`config.mk`:
```
export PLATFORM = sky130hd
export DESIGN_NAME = irq_req_latch
export DESIGN_NICKNAME = d
export VERILOG_FILES = /design/src/rtl/irq_req_pkg.sv /design/src/rtl/irq_lvl_share_cnt.sv /design/src/rtl/irq_freeze_ctrl.sv /design/src/rtl/irq_sense_cell.sv /design/src/rtl/irq_req_latch.sv
export SDC_FILE = /design/constraint.sdc
export NUM_CORES = 1
export LEC_CHECK = 0
export ABC_CLOCK_PERIOD_IN_PS = 6000
export BUFFER_PORTS_ARGS = -buffer_cell sky130_fd_sc_hd__buf_2
export CORE_MARGIN = 2
export CORE_UTILIZATION = 30
export DETAILED_ROUTE_END_ITERATION = 7
export PLACE_DENSITY_LB_ADDON = 0.1
export SYNTH_ARGS = -nofsm -noshare
export SYNTH_HDL_FRONTEND = slang
export SYNTH_SLANG_ARGS = --single-unit
```
`constraint.sdc`:
```
create_clock -name clk_i -period 6 [get_ports clk_i]
set_input_delay 0.9 -clock clk_i [delete_from_list [all_inputs] [get_ports clk_i]]
set_output_delay 0.9 -clock clk_i [all_outputs]
set_load 0.03 [all_outputs]
```
`src/rtl/irq_req_pkg.sv`:
```
package irq_req_pkg;

  localparam int unsigned LINES_DEF = 8;
  localparam int unsigned CNT_W_DEF = 3;

  typedef enum logic [1:0] {
    LATCH_HOLD,
    LATCH_FOLLOW,
    LATCH_DROP
  } latch_op_e;

  typedef struct packed {
    logic line;
    logic lvl_mode;
    logic in_svc;
    logic ack;
    logic mclr;
  } line_ctl_t;

endpackage

```
`src/rtl/irq_lvl_share_cnt.sv`:
```
module irq_lvl_share_cnt #(
  parameter int unsigned CNT_W = 3
) (
  input  logic             clk_i,
  input  logic             rst_ni,
  input  logic             inc_i,
  input  logic             dec_i,
  output logic [CNT_W-1:0] cnt_o,
  output logic             busy_o
);
  localparam logic [CNT_W-1:0] CNT_MAX = '1;
  localparam logic [CNT_W-1:0] CNT_ONE = CNT_W'(1);

  logic [CNT_W-1:0] cnt_q, cnt_d;

  always_comb begin
    cnt_d = cnt_q;
    if (inc_i && !dec_i && cnt_q != CNT_MAX) cnt_d = cnt_q + CNT_ONE;
    else if (dec_i && !inc_i && cnt_q != '0) cnt_d = cnt_q - CNT_ONE;
  end

  always_ff @(posedge clk_i or negedge rst_ni) begin
    if (!rst_ni) cnt_q <= '0;
    else         cnt_q <= cnt_d;
  end

  // request reflects this cycle's source events
  assign busy_o = (cnt_d != '0);
  assign cnt_o  = cnt_q;
endmodule

```
`src/rtl/irq_freeze_ctrl.sv`:
```
module irq_freeze_ctrl (
  input  logic clk_i,
  input  logic rst_ni,
  input  logic set_i,
  input  logic clr_i,
  input  logic ack_any_i,
  input  logic mclr_i,
  output logic frz_now_o,
  output logic freeze_q_o
);
  logic freeze_q;

  // clear and master clear win over any set
  assign frz_now_o = !mclr_i && !clr_i && (freeze_q || set_i || ack_any_i);

  always_ff @(posedge clk_i or negedge rst_ni) begin
    if (!rst_ni) freeze_q <= 1'b0;
    else         freeze_q <= frz_now_o;
  end

  assign freeze_q_o = freeze_q;
endmodule

```
`src/rtl/irq_sense_cell.sv`:
```
module irq_sense_cell
  import irq_req_pkg::*;
(
  input  logic      clk_i,
  input  logic      rst_ni,
  input  line_ctl_t ctl_i,
  input  logic      shared_busy_i,
  input  logic      src_evt_i,
  input  logic      frz_i,
  output logic      irr_o,
  output logic      edge_q_o
);
  logic      edge_q, latch_q, latch_d, irr_q, irr_d;
  logic      req, rise, upd, eval;
  latch_op_e op;

  assign req  = ctl_i.line | shared_busy_i;
  assign rise = ctl_i.line & ~edge_q;
  assign upd  = ctl_i.ack | src_evt_i | (ctl_i.line ^ edge_q);

  always_comb begin
    if (ctl_i.mclr)        op = LATCH_FOLLOW;
    else if (ctl_i.ack)    op = LATCH_DROP;
    else if (ctl_i.in_svc) op = LATCH_FOLLOW;
    else                   op = LATCH_HOLD;
  end

  always_comb begin
    unique case (op)
      LATCH_FOLLOW: latch_d = ctl_i.line;
      LATCH_DROP:   latch_d = 1'b0;
      default:      latch_d = latch_q | rise;
    endcase
  end

  assign eval = req & (ctl_i.lvl_mode | latch_d);

  always_comb begin
    if (frz_i) irr_d = upd ? 1'b0 : irr_q;
    else       irr_d = eval;
  end

  always_ff @(posedge clk_i or negedge rst_ni) begin
    if (!rst_ni) begin
      edge_q  <= 1'b0;
      latch_q <= 1'b0;
      irr_q   <= 1'b0;
    end else begin
      edge_q  <= ctl_i.line;
      latch_q <= latch_d;
      irr_q   <= irr_d;
    end
  end

  assign irr_o    = irr_q;
  assign edge_q_o = edge_q;
endmodule

```
`src/rtl/irq_req_latch.sv`:
```
module irq_req_latch
  import irq_req_pkg::*;
#(
  parameter int unsigned N_LINES = LINES_DEF,
  parameter int unsigned CNT_W   = CNT_W_DEF
) (
  input  logic               clk_i,
  input  logic               rst_ni,
  input  logic [N_LINES-1:0] req_line_i,
  input  logic [N_LINES-1:0] lvl_set_i,
  input  logic [N_LINES-1:0] lvl_clr_i,
  input  logic [N_LINES-1:0] trig_level_i,
  input  logic [N_LINES-1:0] isr_i,
  input  logic [N_LINES-1:0] ack_i,
  input  logic               master_clr_i,
  input  logic               freeze_set_i,
  input  logic               freeze_clr_i,
  output logic [N_LINES-1:0] irr_o
);
  localparam int unsigned CNT_BITS = N_LINES * CNT_W;

  logic                frz_now, freeze_q;
  logic [N_LINES-1:0]  edge_q, busy;
  logic [CNT_BITS-1:0] cnt_flat;

  irq_freeze_ctrl u_frz (
    .clk_i      (clk_i),
    .rst_ni     (rst_ni),
    .set_i      (freeze_set_i),
    .clr_i      (freeze_clr_i),
    .ack_any_i  (|ack_i),
    .mclr_i     (master_clr_i),
    .frz_now_o  (frz_now),
    .freeze_q_o (freeze_q)
  );

  for (genvar i = 0; i < N_LINES; i++) begin : g_line
    line_ctl_t ctl;

    assign ctl.line     = req_line_i[i];
    assign ctl.lvl_mode = trig_level_i[i];
    assign ctl.in_svc   = isr_i[i];
    assign ctl.ack      = ack_i[i];
    assign ctl.mclr     = master_clr_i;

    irq_lvl_share_cnt #(.CNT_W(CNT_W)) u_cnt (
      .clk_i  (clk_i),
      .rst_ni (rst_ni),
      .inc_i  (lvl_set_i[i]),
      .dec_i  (lvl_clr_i[i]),
      .cnt_o  (cnt_flat[i*CNT_W +: CNT_W]),
      .busy_o (busy[i])
    );

    irq_sense_cell u_cell (
      .clk_i         (clk_i),
      .rst_ni        (rst_ni),
      .ctl_i         (ctl),
      .shared_busy_i (busy[i]),
      .src_evt_i     (lvl_set_i[i] | lvl_clr_i[i]),
      .frz_i         (frz_now),
      .irr_o         (irr_o[i]),
      .edge_q_o      (edge_q[i])
    );
  end
endmodule

```
# == Yosys cells after proc, flatten, opt, wreduce, memory -nomap -nowiden ==
# Cells that the tools add are included.
# word_totals
ff_bits,49
in_bits,53
out_inout_bits,8
wordCells,296
# classes
addsub,16
n_eq_ne,32
mux,64
bitwise_logic,80
reduce_logical,71
# ops
cell,count
$mux 3,16
$or 1x1->1,48
$reduce_bool 3->1,16
$logic_and 1x1->1,34
$mux 2,16
$add 3x1->3 const B,8
$mux 1,24
$ne 3x3->1 const B,8
$sub 3x1->3 const B,8
$logic_not 1->1,18
$and 1x1->1,16
$eq 2x1->1 const B,8
$eq 2x2->1 const B,8
$ne 2x1->1 const B,8
$pmux 1 s2,8
$not 1->1,8
$reduce_or 8->1,1
$xor 1x1->1,8
$logic_or 1x1->1,2

# == Logic depth before layout (Yosys ltp) ==
# logic_depth
word_depth,9
depth_mapped,8
mapped_depth_nobuf,8

# == Cells and area by module ==
# A second synthesis with hierarchy kept.
# unflattened
hier_cells,375
hier_area_um2,3544.6
# modules_own_cells
module,n_inst,cells_each,area_per_inst_um2,seq_area_each_um2
irq_lvl_share_cnt at g_line[1].u_cnt ...,7,28,250.2,75.1
irq_sense_cell at g_line[0].u_cell ...,7,17,180.2,75.1
irq_lvl_share_cnt at g_line[0].u_cnt,1,29,255.2,75.1
irq_sense_cell at g_line[4].u_cell,1,17,175.2,75.1
irq_req_latch,1,11,66.3,0.0
irq_freeze_ctrl,1,3,35.0,25.0

# == Least setup slack after synthesis ==
# No wires, ideal clock.
# synth_path
path_type,in2reg
start,input port master_clr_i
end,register g_line[1].u_cell.irr_q
setup_time_ps,128
t_arrival_ps,2062
required_ps,5872
path_slack_ps,3810
path_stages,8
n_path_buf,2
cell_sequence,clkbuf_1 > clkbuf_1 > nand2b_1 > ha_1 > a21oi_1 > a21oi_1 > o32ai_1 > o21ai_0
# synth_between
elab_chain_len,6
elab_cells_between_ends,11
classes_between,eq/ne: 3; mux: 3; bitwise: 2; reduce/logical: 3
# synth_lines
item,line_no,rtl
start: declaration,irq_req_latch.sv:15,"input logic master_clr_i,"
$mux 2 *,irq_sense_cell.sv:22,if (ctl_i.mclr) op = LATCH_FOLLOW;
$eq 2x2->1 / $eq 2x1->1 (equally long branches),irq_sense_cell.sv:29,unique case (op)
$pmux 1 s2 *,irq_sense_cell.sv:29,
via g_line[1].u_cell.latch_d,irq_sense_cell.sv:13,"logic edge_q, latch_q, latch_d, irr_q, irr_d;"
$or 1x1->1 *,irq_sense_cell.sv:36,assign eval = req & (ctl_i.lvl_mode | latch_d);
$and 1x1->1 *,irq_sense_cell.sv:36,
$mux 1 *,irq_sense_cell.sv:39,if (frz_i) irr_d = upd ? 1'b0 : irr_q;
end signal: assignment,irq_sense_cell.sv:51,irr_q <= irr_d;
end: declaration,irq_sense_cell.sv:13,
# Mark *: on every way through the listed nets, which the timed path passes. The rest lies on a longest branch.
# A chain may end at the register's enable or synchronous reset.

# == Final worst setup path ==
# layout_path
start,register g_line[2].u_cnt.cnt_q[0]
end,register g_line[2].u_cell.irr_q
# layout_between
elab_chain_len,8
elab_cells_between_ends,12
classes_between,add/sub: 2; eq/ne: 1; mux: 3; bitwise: 2; reduce/logical: 4
# layout_lines
item,line_no,rtl
start: declaration,irq_lvl_share_cnt.sv:14,"logic [CNT_W-1:0] cnt_q, cnt_d;"
start signal: assignment,irq_lvl_share_cnt.sv:24,else cnt_q <= cnt_d;
"parallel branches: the longest is 3 deep, another holds $sub 3x1->3",-,
$mux 3 *,irq_lvl_share_cnt.sv:18,if (inc_i && !dec_i && cnt_q != CNT_MAX) cnt_d = cnt_q + CNT_ONE;
$reduce_bool 3->1 *,irq_lvl_share_cnt.sv:28,assign busy_o = (cnt_d != '0);
$or 1x1->1 *,irq_sense_cell.sv:17,assign req = ctl_i.line | shared_busy_i;
$and 1x1->1 *,irq_sense_cell.sv:36,
$mux 1 *,irq_sense_cell.sv:39,
end signal: assignment,irq_sense_cell.sv:51,
end: declaration,irq_sense_cell.sv:13,
# Every way passes the cells marked *.

==> impl_metrics.csv <==
group,metric,value,unit
yosys,syn_area,3410,um2
critical_path,start_kind,"flop",
global_routing,grt_pass1_vias,2733,
clock_network,cts.path.max_buffers,2,
power_and_ir_drop,ir_drop,137,uV
cells_and_area,diodes,0,
yosys,synth_top_family_by_area,"adder cells",
power_and_ir_drop,power_frac_seq,35.1,%
critical_path,cp_max_fo,5,
die,core_area,11000,um2
die,die_height,111,um
placement,gp_congestion,0.773,
sta,slew-limit-headroom,23.9,%
yosys,synthAdderAreaFrac,17.6,%
global_routing,grt_max_degree,50,
yosys,synthCells,351,
sta,rsz0062_at_grt,"no",
clock_network,cts.repair.resized,0,
power_and_ir_drop,power_per_cell_area,385,nW/um2
cells_and_area,multi_input_area,1930,um2
placement,io_buffer_count,60,
sta,layout_setup_ws,3.79,ns
yosys,avgSynthCellArea,9.72,um2
critical_path,timing.rr.start,"g_line[2].u_cnt.cnt_o[0]",
power_and_ir_drop,swShare,38.7,%
clock_network,clk_latency,0.29,ns
critical_path,critical_path.startpoint,"g_line[2].u_cnt.cnt_o[0]",
yosys,synth_compound_area_share,15.1,%
yosys,synthMostInstantiatedCell,"dfrtp_1",
hold_path,worstHoldStart,"g_line[3].u_cell.irr_o",
die,fp.dieW,111,um
die,dieArea,12200,um2
yosys,synth_common_cells,"49 x dfrtp_1, 48 x ha_1, 41 x inv_1",
die,initial_core_util,31.1,%
cells_and_area,seq_area,1230,um2
yosys,synth_xor_area_share,2.05,%
clock_network,post-cts-setup-buffers,0,
yosys,synth_ff_type,"dfrtp_1",
cells_and_area,final_nets,504,
yosys,synth-seq-cells,49,
critical_path,worstPathArrival,2.33,ns
power_and_ir_drop,p_leak,1.93,nW
die,rows,38,
clock_network,root_buffer,"clkbuf_16",
power_and_ir_drop,finalPower,1.52,mW
clock_network,cts_tree,"built",
power_and_ir_drop,power.switching,0.587,mW
cells_and_area,drive_above_1_share,20.8,%
sta,final_max_slew_viol_count,0,
sta,max_clock_freq,0.453,GHz
yosys,yosys_warnings,0,
power_and_ir_drop,p_int,0.932,mW
clock_network,numClockSinks,49,
global_routing,grt_usage,12.4,%
yosys,synth_nets,452,
global_routing,grt_pass1_wl,12.6,mm
yosys,synth_top_area_cell,"dfrtp_1",
clock_network,hold_buffers,0,
clock_network,numCtsBuffers,5,
critical_path,required,6.12,ns
global_routing,gr-total-overflow,0,
yosys,postSynth.asyncResetShare,100,%
detailed_routing,wl_per_cell,13.4,um
detailed_routing,firstDrtPassIters,4,
yosys,yosys-top-cells-area,"dfrtp_1 36%, ha_1 18%, inv_1 4.5%, mux2i_1 4.1%, mux2_2 3.0%",
detailed_routing,via_per_inst,4.81,
placement,pre_cts_ws,3.39,ns
sta,setup_tns,0,ns
cells_and_area,stdcell_count,544,
yosys,synth.distinct_cells,45,
sta,worst_slew_pin_slew,1.14,ns
outcome,outcome,"finished, final reports clean",
sta,finalCritPeriodShare,36.8,%
sta,finalSetupViolations,0,
yosys,synth-simple-area-share,14.9,%
hold_path,hp-class,"flop to flop",
placement,dp_cells,536,
die,io-pin-count,61,
sta,period_needed,2.21,ns
critical_path,path_class,"flop to flop",
placement,dpl.hpwl,5.73,mm
sta,hold_viol,0,
cells_and_area,final_util,35.9,%
power_and_ir_drop,clockPowerShare,18.6,%
run,drv_cap,0,
detailed_routing,ant_nets,0,
detailed_routing,drt_iter0_markers,147,
detailed_routing,drc,0,
detailed_routing,vias,2617,
yosys,synthMuxAreaShare,7.08,%
sta,finalClockSkew,0.00794,ns
yosys,synth_edf_count,0,
cells_and_area,fill_cells,1135,
cells_and_area,syn2layout_area_growth,15.6,%
clock_network,path_clk_slew,0.06,ns
detailed_routing,wirelength,7.27,mm
critical_path,critPathCaptureType,"flop",
global_routing,antenna_found_initial,0,
power_and_ir_drop,comb_power_share,46.3,%
clock_network,htreeDepth,2,
yosys,yosysTopAreaCellShare,36.0,%
yosys,ys_seq_area_share,36.0,%
==> area by class of cell <==
| type | instances | area share [%] |
|---|---|---|
| clock inverter | 2 | 0.381 |
| sequential | 49 | 31.1 |
| inverter | 41 | 3.90 |
| timing repair buffer | 61 | 7.81 |
| multi-input combinational | 245 | 49.1 |
| tap | 140 | 4.44 |
| clock buffer | 6 | 3.27 |
==> layout by cell type, fill, tap and decap left out, drive strengths merged, types with 2 or more instances in the layout <==
cell	count
nor4b	6
nand3	6
inv	41
nand2b	9
nand4	3
o21ai	10
nor2b	11
buf	61
nor3	11
o211ai	2
o21a	6
clkbuf	6
a21o	8
nor2	27
dfrtp	49
o311ai	2
a21oi	18
xnor2	8
mux2i	14
o32ai	4
nor4	7
o31ai	5
nor3b	3
mux2	9
a211oi	5
nand2	4
a22o	4
or3b	3
ha	48
clkinvlp	2
==> routing by layer <==
| layer | share of wire, % | GRT usage, % | vias to the layer above | routed length (um) |
|---|---|---|---|---|
| met1 | 49 | 16.2 | 1221 | 3550 |
| met5 | 0 | 0 | - | 0 |
| met4 | 0.81 | 3.00 | 0 | 59 |
| met3 | 5.4 | 3.40 | 5 | 394 |
| li1 | - | - | 1344 | - |
| met2 | 45 | 20.2 | 47 | 3260 |
==> per-stage QoR <==
stage          area [um2]  hold WS, ns
2_1_floorplan        3410        0.471
3_3_place_gp         3800        0.489
3_5_place_dp         3800        0.499
4_1_cts              3940        0.533
5_1_grt              3940        0.562
6_report             3940        0.519
==> logic make-up (layout without fill, tap and decap cells) <==
family          after synthesis  in the layout
fa+ha+maj                    48             48
simple gates                 92             92
mux                          23             23
xor+xnor                      8              8
buf+inv                      57            110
flops                        49             49
compound gates               74             74
==> sequential cells by signal (all words and copies together), names as in the netlist <==
| name | flops |
|---|---|
| g_line.u_cnt.cnt_o | 24 |
| g_line.u_cell.latch_q | 8 |
| g_line.u_cell.irr_o | 8 |
| g_line.u_cell.edge_q_o | 8 |
| u_frz.freeze_q_o | 1 |
==> power by group through the flow <==
stage	combinational (mW)	clock (mW)	sequential, mW
after global routing	0.823	0.304	0.555
after detailed placement	0.711	0	0.541
after floorplan	0.572	0	0.518
after CTS	0.714	0.292	0.535
after global placement	0.700	0	0.541
final	0.704	0.282	0.533
==> critical path, stage by stage (launching register included) <==
cell	delay (ns)
dfrtp_1	0.43
ha_1	0.24
ha_1	0.20
nor3b_1	0.51
mux2_2	0.26
a21oi_1	0.07
o32ai_1	0.23
o21ai_0	0.10
==> final timing paths <==
kind                       slack, ns                  endpoint  cells past startpoint
max in group asynchronous       4.84  g_line[3].u_cell.latch_q                      2
min in group asynchronous       0.72  g_line[7].u_cnt.cnt_o[2]                      2
min reg2reg                     0.52    g_line[3].u_cell.irr_o                      2
max reg2reg                     3.79    g_line[2].u_cell.irr_o                      7
min                             0.52    g_line[3].u_cell.irr_o                      2
max                             3.79    g_line[2].u_cell.irr_o                      7
Note: power is estimated with default switching activity, not from simulation.
